### config.mk
export PLATFORM = sky130hd
export DESIGN_NAME = cached_ring_fifo
export DESIGN_NICKNAME = d
export VERILOG_FILES = /design/src/rtl/crb_pkg.sv /design/src/rtl/crb_cell.sv /design/src/rtl/crb_ptr.sv /design/src/rtl/crb_ctrl.sv /design/src/rtl/cached_ring_fifo.sv
export SDC_FILE = /design/constraint.sdc
export NUM_CORES = 1
export LEC_CHECK = 0
export ABC_AREA = 1
export BUFFER_PORTS_ARGS = -buffer_cell sky130_fd_sc_hd__buf_2
export CORE_MARGIN = 2
export CORE_UTILIZATION = 45
export CTS_CLUSTER_SIZE = 10
export DETAILED_ROUTE_END_ITERATION = 6
export HOLD_SLACK_MARGIN = 0.05
export PLACE_DENSITY = 0.62
export REMOVE_ABC_BUFFERS = 1
export SYNTH_ARGS = -nofsm -noshare
export SYNTH_HDL_FRONTEND = slang
export SYNTH_SLANG_ARGS = --single-unit
export TNS_END_PERCENT = 10
### constraint.sdc
create_clock -name clk -period 1.9 [get_ports clk]
set_input_delay 0.38 -clock clk [delete_from_list [all_inputs] [get_ports clk]]
set_output_delay 0.38 -clock clk [all_outputs]
set_load 0.05 [all_outputs]
### src/rtl/crb_pkg.sv
// Shared types for the cached ring FIFO.
package crb_pkg;
    // Controller phases: idle, waiting on a cell write ack, waiting on a cell read ack
    typedef enum logic [1:0] {
        CTL_IDLE  = 2'd0,
        CTL_WRITE = 2'd1,
        CTL_READ  = 2'd2
    } ctl_state_e;
endpackage

### src/rtl/crb_cell.sv
// One-place storage cell with request/acknowledge write and read channels.
// Assumes: requests are held until the acknowledge pulse; the cell strictly
// alternates a write then a read, acknowledging one cycle after each request.
module crb_cell #(
    parameter int DATA_W = 2
) (
    input  logic              clk,
    input  logic              rst_n,
    input  logic              wr_req,
    input  logic [DATA_W-1:0] wr_data,
    output logic              wr_ack,
    output logic [DATA_W-1:0] wr_echo,
    input  logic              rd_req,
    output logic              rd_ack,
    output logic [DATA_W-1:0] rd_data
);
    logic              full;
    logic [DATA_W-1:0] store;

    // Accept a write while empty, a read while holding; pulse the matching ack
    always_ff @(posedge clk) begin
        if (!rst_n) begin
            full   <= 1'b0;
            store  <= '0;
            wr_ack <= 1'b0;
            rd_ack <= 1'b0;
        end else begin
            wr_ack <= 1'b0;
            rd_ack <= 1'b0;
            if (!full && wr_req) begin
                store  <= wr_data;
                full   <= 1'b1;
                wr_ack <= 1'b1;
            end else if (full && rd_req && !rd_ack) begin
                full   <= 1'b0;
                rd_ack <= 1'b1;
            end
        end
    end

    // Echo and read data both present the held value
    always_comb begin
        wr_echo = store;
        rd_data = store;
    end


    wr_into_empty_chk: assert property (@(posedge clk) disable iff (!rst_n)
        wr_req && !wr_ack |-> !full);

    rd_from_full_chk: assert property (@(posedge clk) disable iff (!rst_n)
        rd_req && !rd_ack |-> full);

    ack_next_cycle_chk: assert property (@(posedge clk) disable iff (!rst_n)
        wr_req && !full |=> wr_ack);
endmodule

### src/rtl/crb_ptr.sv
// Ring pointer counting 1..RING_CELLS and wrapping back to 1.
// Assumes: adv is a single-cycle pulse per completed cell access.
module crb_ptr #(
    parameter int RING_CELLS = 3,
    parameter int PTR_W      = $clog2(RING_CELLS + 1)
) (
    input  logic             clk,
    input  logic             rst_n,
    input  logic             adv,
    output logic [PTR_W-1:0] ptr
);
    localparam logic [PTR_W-1:0] LAST = PTR_W'(RING_CELLS);

    // Step the pointer on each advance, wrapping after the last cell
    always_ff @(posedge clk) begin
        if (!rst_n)
            ptr <= PTR_W'(1);
        else if (adv)
            ptr <= (ptr == LAST) ? PTR_W'(1) : ptr + PTR_W'(1);
    end


    ptr_range_chk: assert property (@(posedge clk) disable iff (!rst_n)
        ptr != '0 && ptr <= LAST);
endmodule

### src/rtl/crb_ctrl.sv
// Controller: head register, occupancy count and cell access sequencing.
// Assumes: cells acknowledge one cycle after a held request; output takes
// priority over input, and input waits while a cell exchange is in flight.
module crb_ctrl
    import crb_pkg::*;
#(
    parameter int RING_CELLS = 3,
    parameter int DATA_W     = 2,
    parameter int PTR_W      = $clog2(RING_CELLS + 1)
) (
    input  logic                             clk,
    input  logic                             rst_n,
    input  logic                             in_valid,
    output logic                             in_ready,
    input  logic [DATA_W-1:0]                in_data,
    output logic                             out_valid,
    input  logic                             out_ready,
    output logic [DATA_W-1:0]                out_data,
    input  logic [PTR_W-1:0]                 wptr,
    input  logic [PTR_W-1:0]                 rptr,
    output logic                             wptr_adv,
    output logic                             rptr_adv,
    output logic [RING_CELLS-1:0]            cell_wr_req,
    output logic [DATA_W-1:0]                cell_wr_data,
    input  logic [RING_CELLS-1:0]            cell_wr_ack,
    input  logic [RING_CELLS-1:0][DATA_W-1:0] cell_wr_echo,
    output logic [RING_CELLS-1:0]            cell_rd_req,
    input  logic [RING_CELLS-1:0]            cell_rd_ack,
    input  logic [RING_CELLS-1:0][DATA_W-1:0] cell_rd_data
);
    localparam int CAP   = RING_CELLS + 1;
    localparam int CNT_W = $clog2(CAP + 1);
    localparam logic [CNT_W-1:0] CAP_C = CNT_W'(CAP);

    ctl_state_e        st;
    logic [CNT_W-1:0]  count;
    logic [DATA_W-1:0] head;
    logic [DATA_W-1:0] wbuf;
    logic              out_fire;
    logic              in_fire;
    logic              wr_ack_sel;
    logic              rd_ack_sel;
    logic [DATA_W-1:0] rd_sel_data;
    logic [DATA_W-1:0] echo_sel;

    // Port handshakes: offer head when idle and non-empty; output wins over input
    always_comb begin
        out_valid = (st == CTL_IDLE) && (count != '0);
        out_fire  = out_valid && out_ready;
        in_ready  = (st == CTL_IDLE) && (count < CAP_C) && !out_fire;
        in_fire   = in_valid && in_ready;
        out_data  = head;
    end

    // Address the cell under the relevant pointer and select its responses
    always_comb begin
        wr_ack_sel  = 1'b0;
        rd_ack_sel  = 1'b0;
        rd_sel_data = '0;
        echo_sel    = '0;
        for (int k = 0; k < RING_CELLS; k++) begin
            cell_wr_req[k] = (st == CTL_WRITE) && (wptr == PTR_W'(k + 1));
            cell_rd_req[k] = (st == CTL_READ)  && (rptr == PTR_W'(k + 1));
            if (wptr == PTR_W'(k + 1)) begin
                wr_ack_sel = cell_wr_ack[k];
                echo_sel   = cell_wr_echo[k];
            end
            if (rptr == PTR_W'(k + 1)) begin
                rd_ack_sel  = cell_rd_ack[k];
                rd_sel_data = cell_rd_data[k];
            end
        end
        cell_wr_data = wbuf;
        wptr_adv     = (st == CTL_WRITE) && wr_ack_sel;
        rptr_adv     = (st == CTL_READ)  && rd_ack_sel;
    end

    // Sequence transfers, cell exchanges, occupancy and the head register
    always_ff @(posedge clk) begin
        if (!rst_n) begin
            st    <= CTL_IDLE;
            count <= '0;
            head  <= '0;
            wbuf  <= '0;
        end else begin
            unique case (st)
                CTL_IDLE: begin
                    if (out_fire) begin
                        if (count > CNT_W'(1)) st <= CTL_READ;
                        else                   count <= '0;
                    end else if (in_fire) begin
                        if (count == '0) begin
                            head  <= in_data;
                            count <= CNT_W'(1);
                        end else begin
                            wbuf <= in_data;
                            st   <= CTL_WRITE;
                        end
                    end
                end
                CTL_WRITE: begin
                    if (wr_ack_sel) begin
                        count <= count + CNT_W'(1);
                        st    <= CTL_IDLE;
                    end
                end
                CTL_READ: begin
                    if (rd_ack_sel) begin
                        head  <= rd_sel_data;
                        count <= count - CNT_W'(1);
                        st    <= CTL_IDLE;
                    end
                end
                default: st <= CTL_IDLE;
            endcase
        end
    end


    no_overflow_chk: assert property (@(posedge clk) disable iff (!rst_n)
        count <= CAP_C);

    empty_bypass_chk: assert property (@(posedge clk) disable iff (!rst_n)
        in_fire && count == '0 |=> out_valid && out_data == $past(in_data));

    take_decrements_chk: assert property (@(posedge clk) disable iff (!rst_n)
        out_fire |=> (st == CTL_READ) || (count == '0));

    hold_head_chk: assert property (@(posedge clk) disable iff (!rst_n)
        out_valid && !out_ready |=> $stable(out_data));

    single_cell_chk: assert property (@(posedge clk) disable iff (!rst_n)
        $onehot0({cell_wr_req, cell_rd_req}));

    echo_match_chk: assert property (@(posedge clk) disable iff (!rst_n)
        wptr_adv |-> echo_sel == wbuf);
endmodule

### src/rtl/cached_ring_fifo.sv
// Top: cached ring FIFO with a head register plus a ring of one-place cells.
// Assumes: synchronous active-low reset; capacity is RING_CELLS + 1 items.
module cached_ring_fifo #(
    parameter int RING_CELLS = 3,
    parameter int DATA_W     = 2
) (
    input  logic              clk,
    input  logic              rst_n,
    input  logic              in_valid,
    output logic              in_ready,
    input  logic [DATA_W-1:0] in_data,
    output logic              out_valid,
    input  logic              out_ready,
    output logic [DATA_W-1:0] out_data
);
    localparam int PTR_W = $clog2(RING_CELLS + 1);

    logic [PTR_W-1:0]                  wptr;
    logic [PTR_W-1:0]                  rptr;
    logic                              wptr_adv;
    logic                              rptr_adv;
    logic [RING_CELLS-1:0]             cell_wr_req;
    logic [DATA_W-1:0]                 cell_wr_data;
    logic [RING_CELLS-1:0]             cell_wr_ack;
    logic [RING_CELLS-1:0][DATA_W-1:0] cell_wr_echo;
    logic [RING_CELLS-1:0]             cell_rd_req;
    logic [RING_CELLS-1:0]             cell_rd_ack;
    logic [RING_CELLS-1:0][DATA_W-1:0] cell_rd_data;

    crb_ctrl #(.RING_CELLS(RING_CELLS), .DATA_W(DATA_W), .PTR_W(PTR_W)) u_ctrl (
        .clk          (clk),
        .rst_n        (rst_n),
        .in_valid     (in_valid),
        .in_ready     (in_ready),
        .in_data      (in_data),
        .out_valid    (out_valid),
        .out_ready    (out_ready),
        .out_data     (out_data),
        .wptr         (wptr),
        .rptr         (rptr),
        .wptr_adv     (wptr_adv),
        .rptr_adv     (rptr_adv),
        .cell_wr_req  (cell_wr_req),
        .cell_wr_data (cell_wr_data),
        .cell_wr_ack  (cell_wr_ack),
        .cell_wr_echo (cell_wr_echo),
        .cell_rd_req  (cell_rd_req),
        .cell_rd_ack  (cell_rd_ack),
        .cell_rd_data (cell_rd_data)
    );

    crb_ptr #(.RING_CELLS(RING_CELLS), .PTR_W(PTR_W)) u_wptr (
        .clk (clk), .rst_n (rst_n), .adv (wptr_adv), .ptr (wptr)
    );

    crb_ptr #(.RING_CELLS(RING_CELLS), .PTR_W(PTR_W)) u_rptr (
        .clk (clk), .rst_n (rst_n), .adv (rptr_adv), .ptr (rptr)
    );

    // One storage cell per ring slot
    for (genvar g = 0; g < RING_CELLS; g++) begin : g_cell
        crb_cell #(.DATA_W(DATA_W)) u_cell (
            .clk     (clk),
            .rst_n   (rst_n),
            .wr_req  (cell_wr_req[g]),
            .wr_data (cell_wr_data),
            .wr_ack  (cell_wr_ack[g]),
            .wr_echo (cell_wr_echo[g]),
            .rd_req  (cell_rd_req[g]),
            .rd_ack  (cell_rd_ack[g]),
            .rd_data (cell_rd_data[g])
        );
    end
endmodule

Word level (Yosys, flattened, before mapping)
Index checks and enable logic that the tools add are counted.
{ "totals": {"reg_bits": 28, "inputBits": 6, "output_inout_bits": 4, "wordCells": 131} }
{ "classes": {"addsub": 4, "n_lt_le_gt_ge": 2, "n_eq_ne": 18, "muxes": 42, "n_bitwise": 3, "n_reduce_logical": 44} }
{ "ops": {"columns": ["cell", "count"], "rows": [
  ["2-to-1 mux 2 bit", 15],
  ["logical AND 1 bit", 22],
  ["2-to-1 mux 1 bit", 18],
  ["2-to-1 mux 3 bit", 6],
  ["equality test 2 bit (second input constant)", 5],
  ["AND reduction 5 bit", 2],
  ["case mux 3 bit (3 select lines)", 1],
  ["nonzero test 2 bit", 4],
  ["logical NOT 1 bit", 7],
  ["equality test 2 x 1 -> 1 bit (second input constant)", 3],
  ["inequality test 2 x 1 -> 1 bit (second input constant)", 3],
  ["inequality test 3 x 2 -> 1 bit (second input constant)", 2],
  ["inequality test 3 bit (second input constant)", 2],
  ["case mux 2 bit (3 select lines)", 1],
  ["AND reduction 6 bit", 1],
  ["nonzero test 3 bit", 2],
  ["OR reduction 2 bit", 3],
  ["adder 2 x 1 -> 2 bit (second input constant)", 2],
  ["inequality test 2 bit (second input constant)", 2],
  ["case mux 2 bit (2 select lines)", 1],
  ["AND reduction 4 bit", 1],
  ["adder 3 x 1 -> 3 bit (second input constant)", 1],
  ["> comparator 3 x 1 -> 1 bit (second input constant)", 1],
  ["logical NOT 3 bit", 1],
  ["other kinds (5)", 7]
]} }

Depth between registers and ports, before layout
{ "depth": {"word_depth": 9, "mapped_depth": 11} }

Modules after synthesis
From an unflattened synthesis, not the netlist that was laid out.
{ "hier_totals": {"cells_unflattened": 240, "hier_area_um2": 1639.1} }
{ "by_module_without_submodules": {"columns": ["mod", "instances", "cells_each", "area_each_um2", "seq_area_each_um2"], "rows": [
  ["crb_ctrl", 1, 139, 874.6, 180.2],
  ["crb_cell", 3, 25, 193.9, 100.1],
  ["crb_ptr", 2, 13, 91.3, 40.0]
]} }

Worst setup path before layout
Ideal clock, no wire load.
{ "synth_path": {"path_type": "register to register", "startpoint": "register u_ctrl.st[0]", "endpoint": "register u_ctrl.wbuf[0] (netlist: u_ctrl.cell_wr_data[0])", "setup_time_ps": 120, "arrival_ps": 1629, "required_ps": 1780, "path_slack_ps": 151, "stages_incl_launch_ff": 10, "path_buffers": 0, "cell_sequence": "dfxtp_1 inv_1 ha_1 inv_2 nor2_2 nand2_2 inv_1 nand3_1 o21ai_0 a21oi_1"} }
{ "synth_between": {"elab_chain_cells": 7} }
{ "synth_rtl": {"columns": ["item", "line_no", "rtl"], "rows": [
  ["start, declared", "crb_ctrl.sv:35", "ctl_state_e st;"],
  ["start signal, assigned", "crb_ctrl.sv:81", "st <= CTL_IDLE;"],
  ["start signal, assigned", "crb_ctrl.sv:89", "if (count > CNT_W'(1)) st <= CTL_READ;"],
  ["start signal, assigned", "crb_ctrl.sv:97", "st <= CTL_WRITE;"],
  ["logical NOT 2 bit *", "crb_ctrl.sv:48, crb_ctrl.sv:50", null],
  ["logical AND 1 bit", "crb_ctrl.sv:48", "out_valid = (st == CTL_IDLE) && (count != '0);"],
  ["logical AND 1 bit", "crb_ctrl.sv:49", "out_fire = out_valid && out_ready;"],
  ["logical NOT 1 bit", "crb_ctrl.sv:50", "in_ready = (st == CTL_IDLE) && (count < CAP_C) && !out_fire;"],
  ["logical AND 1 bit *", "crb_ctrl.sv:50", null],
  ["via in_ready", "cached_ring_fifo.sv:10", "output logic in_ready,"],
  ["logical AND 1 bit *", "crb_ctrl.sv:51", "in_fire = in_valid && in_ready;"],
  ["AND reduction 4 bit (no line) *", null, null],
  ["end signal, assigned", "crb_ctrl.sv:96", "wbuf <= in_data;"],
  ["end, declared", "crb_ctrl.sv:38", "logic [DATA_W-1:0] wbuf;"]
]} }
Mark *: on every way through the listed nets, which the timed path passes. The rest lies on a longest branch.
A chain may end at the register's enable or synchronous reset.

Worst setup path in the final report
{ "layout_path": {"startpoint": "register u_ctrl.count[1]", "endpoint": "output out_valid"} }
{ "layout_between": {"elab_chain_cells": 2} }
{ "layout_rtl": {"columns": ["item", "line_no", "rtl"], "rows": [
  ["start, declared", "crb_ctrl.sv:36", "logic [CNT_W-1:0] count;"],
  ["start signal, assigned", "crb_ctrl.sv:103", "count <= count + CNT_W'(1);"],
  ["start signal, assigned", "crb_ctrl.sv:110", "count <= count - CNT_W'(1);"],
  ["nonzero test 3 bit", "crb_ctrl.sv:48", null],
  ["logical AND 1 bit", "crb_ctrl.sv:48", null],
  ["end, declared", "cached_ring_fifo.sv:12", "output logic out_valid,"]
]} }
Every way passes these cells.

==> impl_results.md <==
- Run status: complete, no violations
- Reg2reg end: u_ctrl.st[1]
- Clock power share: 0.130
- Post-synth EDFFs: 0
- Cell count after synthesis: 221
- Setup TNS: 0 ns
- Worst Path Required: 1.52 ns
- Vias in the first global route: 1313
- Crit path time final: 1.80 ns
- PD cells: 1710 nW/um2
- Mean Syn Cell Area: 7.23 um2
- Vias per cell: 4.85
- Top-count cell post-synth: nand2_1
- Final #Nets: 255
- Ports: 10
- # diodes: 0
- Crit path capture type: output pin
- Synth top cells by count: 39 x nand2_1, 37 x inv_1, 28 x dfxtp_1, 23 x nor2_1, 17 x nand3_1
- Gpl congestion: 0.810
- Ys async rst share: 0
- Final hold viol count: 0
- Via count: 1358
- Hold Path Class: in2reg
- Die Area: 4040 um2
- Cell Int Power: 1.60 mW
- Yosys top cell by area: dfxtp_1
- Crit Path Category: reg2out
- Routed wire length: 3220 um
- Final worst setup slack: 0.0983 ns
- Layout cell share with drive strength beyond 1: 0.201
- Worst hold start: in_data[0]
- Area grow syn2layout: 12.4%
- Buffers added on ports: 9
- # rows: 21
- Initial core utilization: 0.475
- Worst-case clock buffer depth: 2
- Critical path peak fanout: 4
- Hold path endpoint: u_ctrl.cell_wr_data[0]
- Die width: 63.6 um
- Logic pwr share: 0.610
- Mapped cell area: 1600 um2
- DRC Markers: 0
- RSZ-0062 raised after global routing: false
- Clock sinks: 28
- Die Ht: 63.6 um
- Gr ovfl total: 0
- Skew-Pair Late Insertion Delay: 0.34 ns
- HPWL after DPL: 2420 um
- Fmax: 0.555 GHz
- Critical R2R Launch: u_rptr.ptr[0]
- Fin. max-slew vios: 0
- First-pass GRT wire length: 5560 um
- Synth top area share: 0.351
- Switching share of power: 0.476
- H-tree depth: 1
- Net Sw Power: 1.46 mW
- Multi-input logic area: 873 um2
- Slew @ Worst Pin: 0.317 ns
- Sequential power share: 0.261
- Synth area leaders: dfxtp_1 35%, ha_1 11%, nand2_1 9.2%, inv_1 8.7%, nor2_1 5.4%
- # setup viols final: 0
- Hold_buf cts: 0
- YS warnings: 0
- Final Cycle Share: 0.948
- Post-route antenna net violation count: 0
- Initial antenna violation count: 0
- Synth unique cells: 30
- Core Box Area: 3360 um2
- Max IR drop VDD: 0.708 mV
- Register-to-register setup slack: 0.23 ns
- Most used DFF post-synth: dfxtp_1
- CP Launch Type: flip-flop
- Leakage power: 0.818 nW
- WL/cell: 11.5 um
- Worst EP arrival: 1.42 ns
- Fillers: 349
- Fin util: 0.534
- Hold path cells: 3
- DR iter-0 viols: 42
- Clock-pin slew on the worst setup and hold paths: 0.15 ns
- Clk_skew: 0.0130 ns
- Post-Place Worst Slack: 0.208 ns
- Max-Cap Viols: 0
- Largest net degree at the start of global routing: 19
- Crit path launch: u_ctrl.count[1]
- Root Buffer: clkbuf_4
- Worst slew margin: 0.787
- Synth Register Bits: 28
- CTS Buf Count: 3
- Overall routing resource usage: 0.174
- Register area: 572 um2
- R2r worst-path depth: 11
- Register area share after synthesis: 0.351
- CTS tree: yes
- First-pass DRT Iterations: 4
==> what timing repair did <==
item | 4_1_cts | 5_1_grt
pin swaps | 0 | 1
gates resized for setup | 8 | 10
buffers inserted | 2 | 1
endpoints found under the setup margin | 2 | 2
==> per-layer routing <==
metal  wire length [um]  share of wire  vias up  global-route usage
met4                 68          0.021        0              0.0652
li1                   -              -      725                   -
met1               1610           0.50      604               0.224
met3                 71          0.022        9              0.0214
met2               1470           0.46       20               0.297
met5                  0              0        -                   0
==> area by class of cell <==
cell class	count	share of cell area
sequential	28	0.318
tap	46	0.0321
timing repair buffer	13	0.0467
multi-input combinational	148	0.486
clock inverter	1	0.0167
inverter	41	0.0871
clock buffer	3	0.0125
==> power by group through the flow <==
stage / Sequential [mW] / Clock (mW) / Combinational, mW
6_report: 0.798 / 0.397 / 1.87
5_1_grt: 0.817 / 0.435 / 2.08
4_1_cts: 0.786 / 0.404 / 1.78
3_5_place_dp: 0.804 / 0 / 1.65
3_3_place_gp: 0.799 / 0 / 1.66
2_1_floorplan: 0.832 / 0 / 1.29
==> cell families (layout without fill, tap and decap cells) <==
logic type	after synthesis	in the layout	synth area share
AOI/OAI and AO/OA	36	36	0.126
adders and majority gates	14	14	0.110
buffers and inverters	45	58	0.118
DFF	28	28	0.351
muxes	1	1	0.00626
and+or+nand+nor	97	97	0.289
==> worst max path at each step <==
stage	depth (start not counted)	endpoint
after floorplan	9	u_ctrl.cell_wr_data[0]
after global placement	6	out_valid
after detailed placement	6	out_valid
after CTS	7	in_ready
after global routing	7	in_ready
final	6	out_valid
==> critical path, stage by stage, from the launching register on <==
cell	delay, ns
dfxtp_2	0.36
inv_1	0.09
ha_4	0.18
nand2_4	0.08
nand2_1	0.08
inv_1	0.10
buf_4	0.20
==> layout by cell type, fill, tap and decap left out, types with 3 or more instances in the layout <==
cell and count:
nand2_1 39, a21oi_1 13, buf_2 7, nor2_2 5
clkbuf_4 3, ha_1 12, dfxtp_1 23, inv_2 7
o21ai_0 16, buf_4 5, inv_1 33, dfxtp_2 3
nor2_1 23, nand3_1 17
==> metrics by stage <==
stage	cells	area [um2]	hold slack [ns]	total power, mW
after floorplan	217	1570	0.447	2.13
after global routing	280	1800	0.361	3.33
final	280	1800	0.351	3.06
after global placement	273	1680	0.468	2.46
after CTS	279	1770	0.356	2.97
after detailed placement	273	1680	0.467	2.45
==> state kept, by name, summed over array words and instances, names as in the netlist <==
| signal | flops |
|---|---|
| g_cell.u_cell.rd_data | 6 |
| g_cell.u_cell.full | 3 |
| g_cell.u_cell.rd_ack | 3 |
| g_cell.u_cell.wr_ack | 3 |
| u_ctrl.count | 3 |
| u_ctrl.cell_wr_data | 2 |
| u_ctrl.out_data | 2 |
| u_ctrl.st | 2 |
| u_rptr.ptr | 2 |
| u_wptr.ptr | 2 |
No activity file was read; power rests on OpenSTA's default activity.
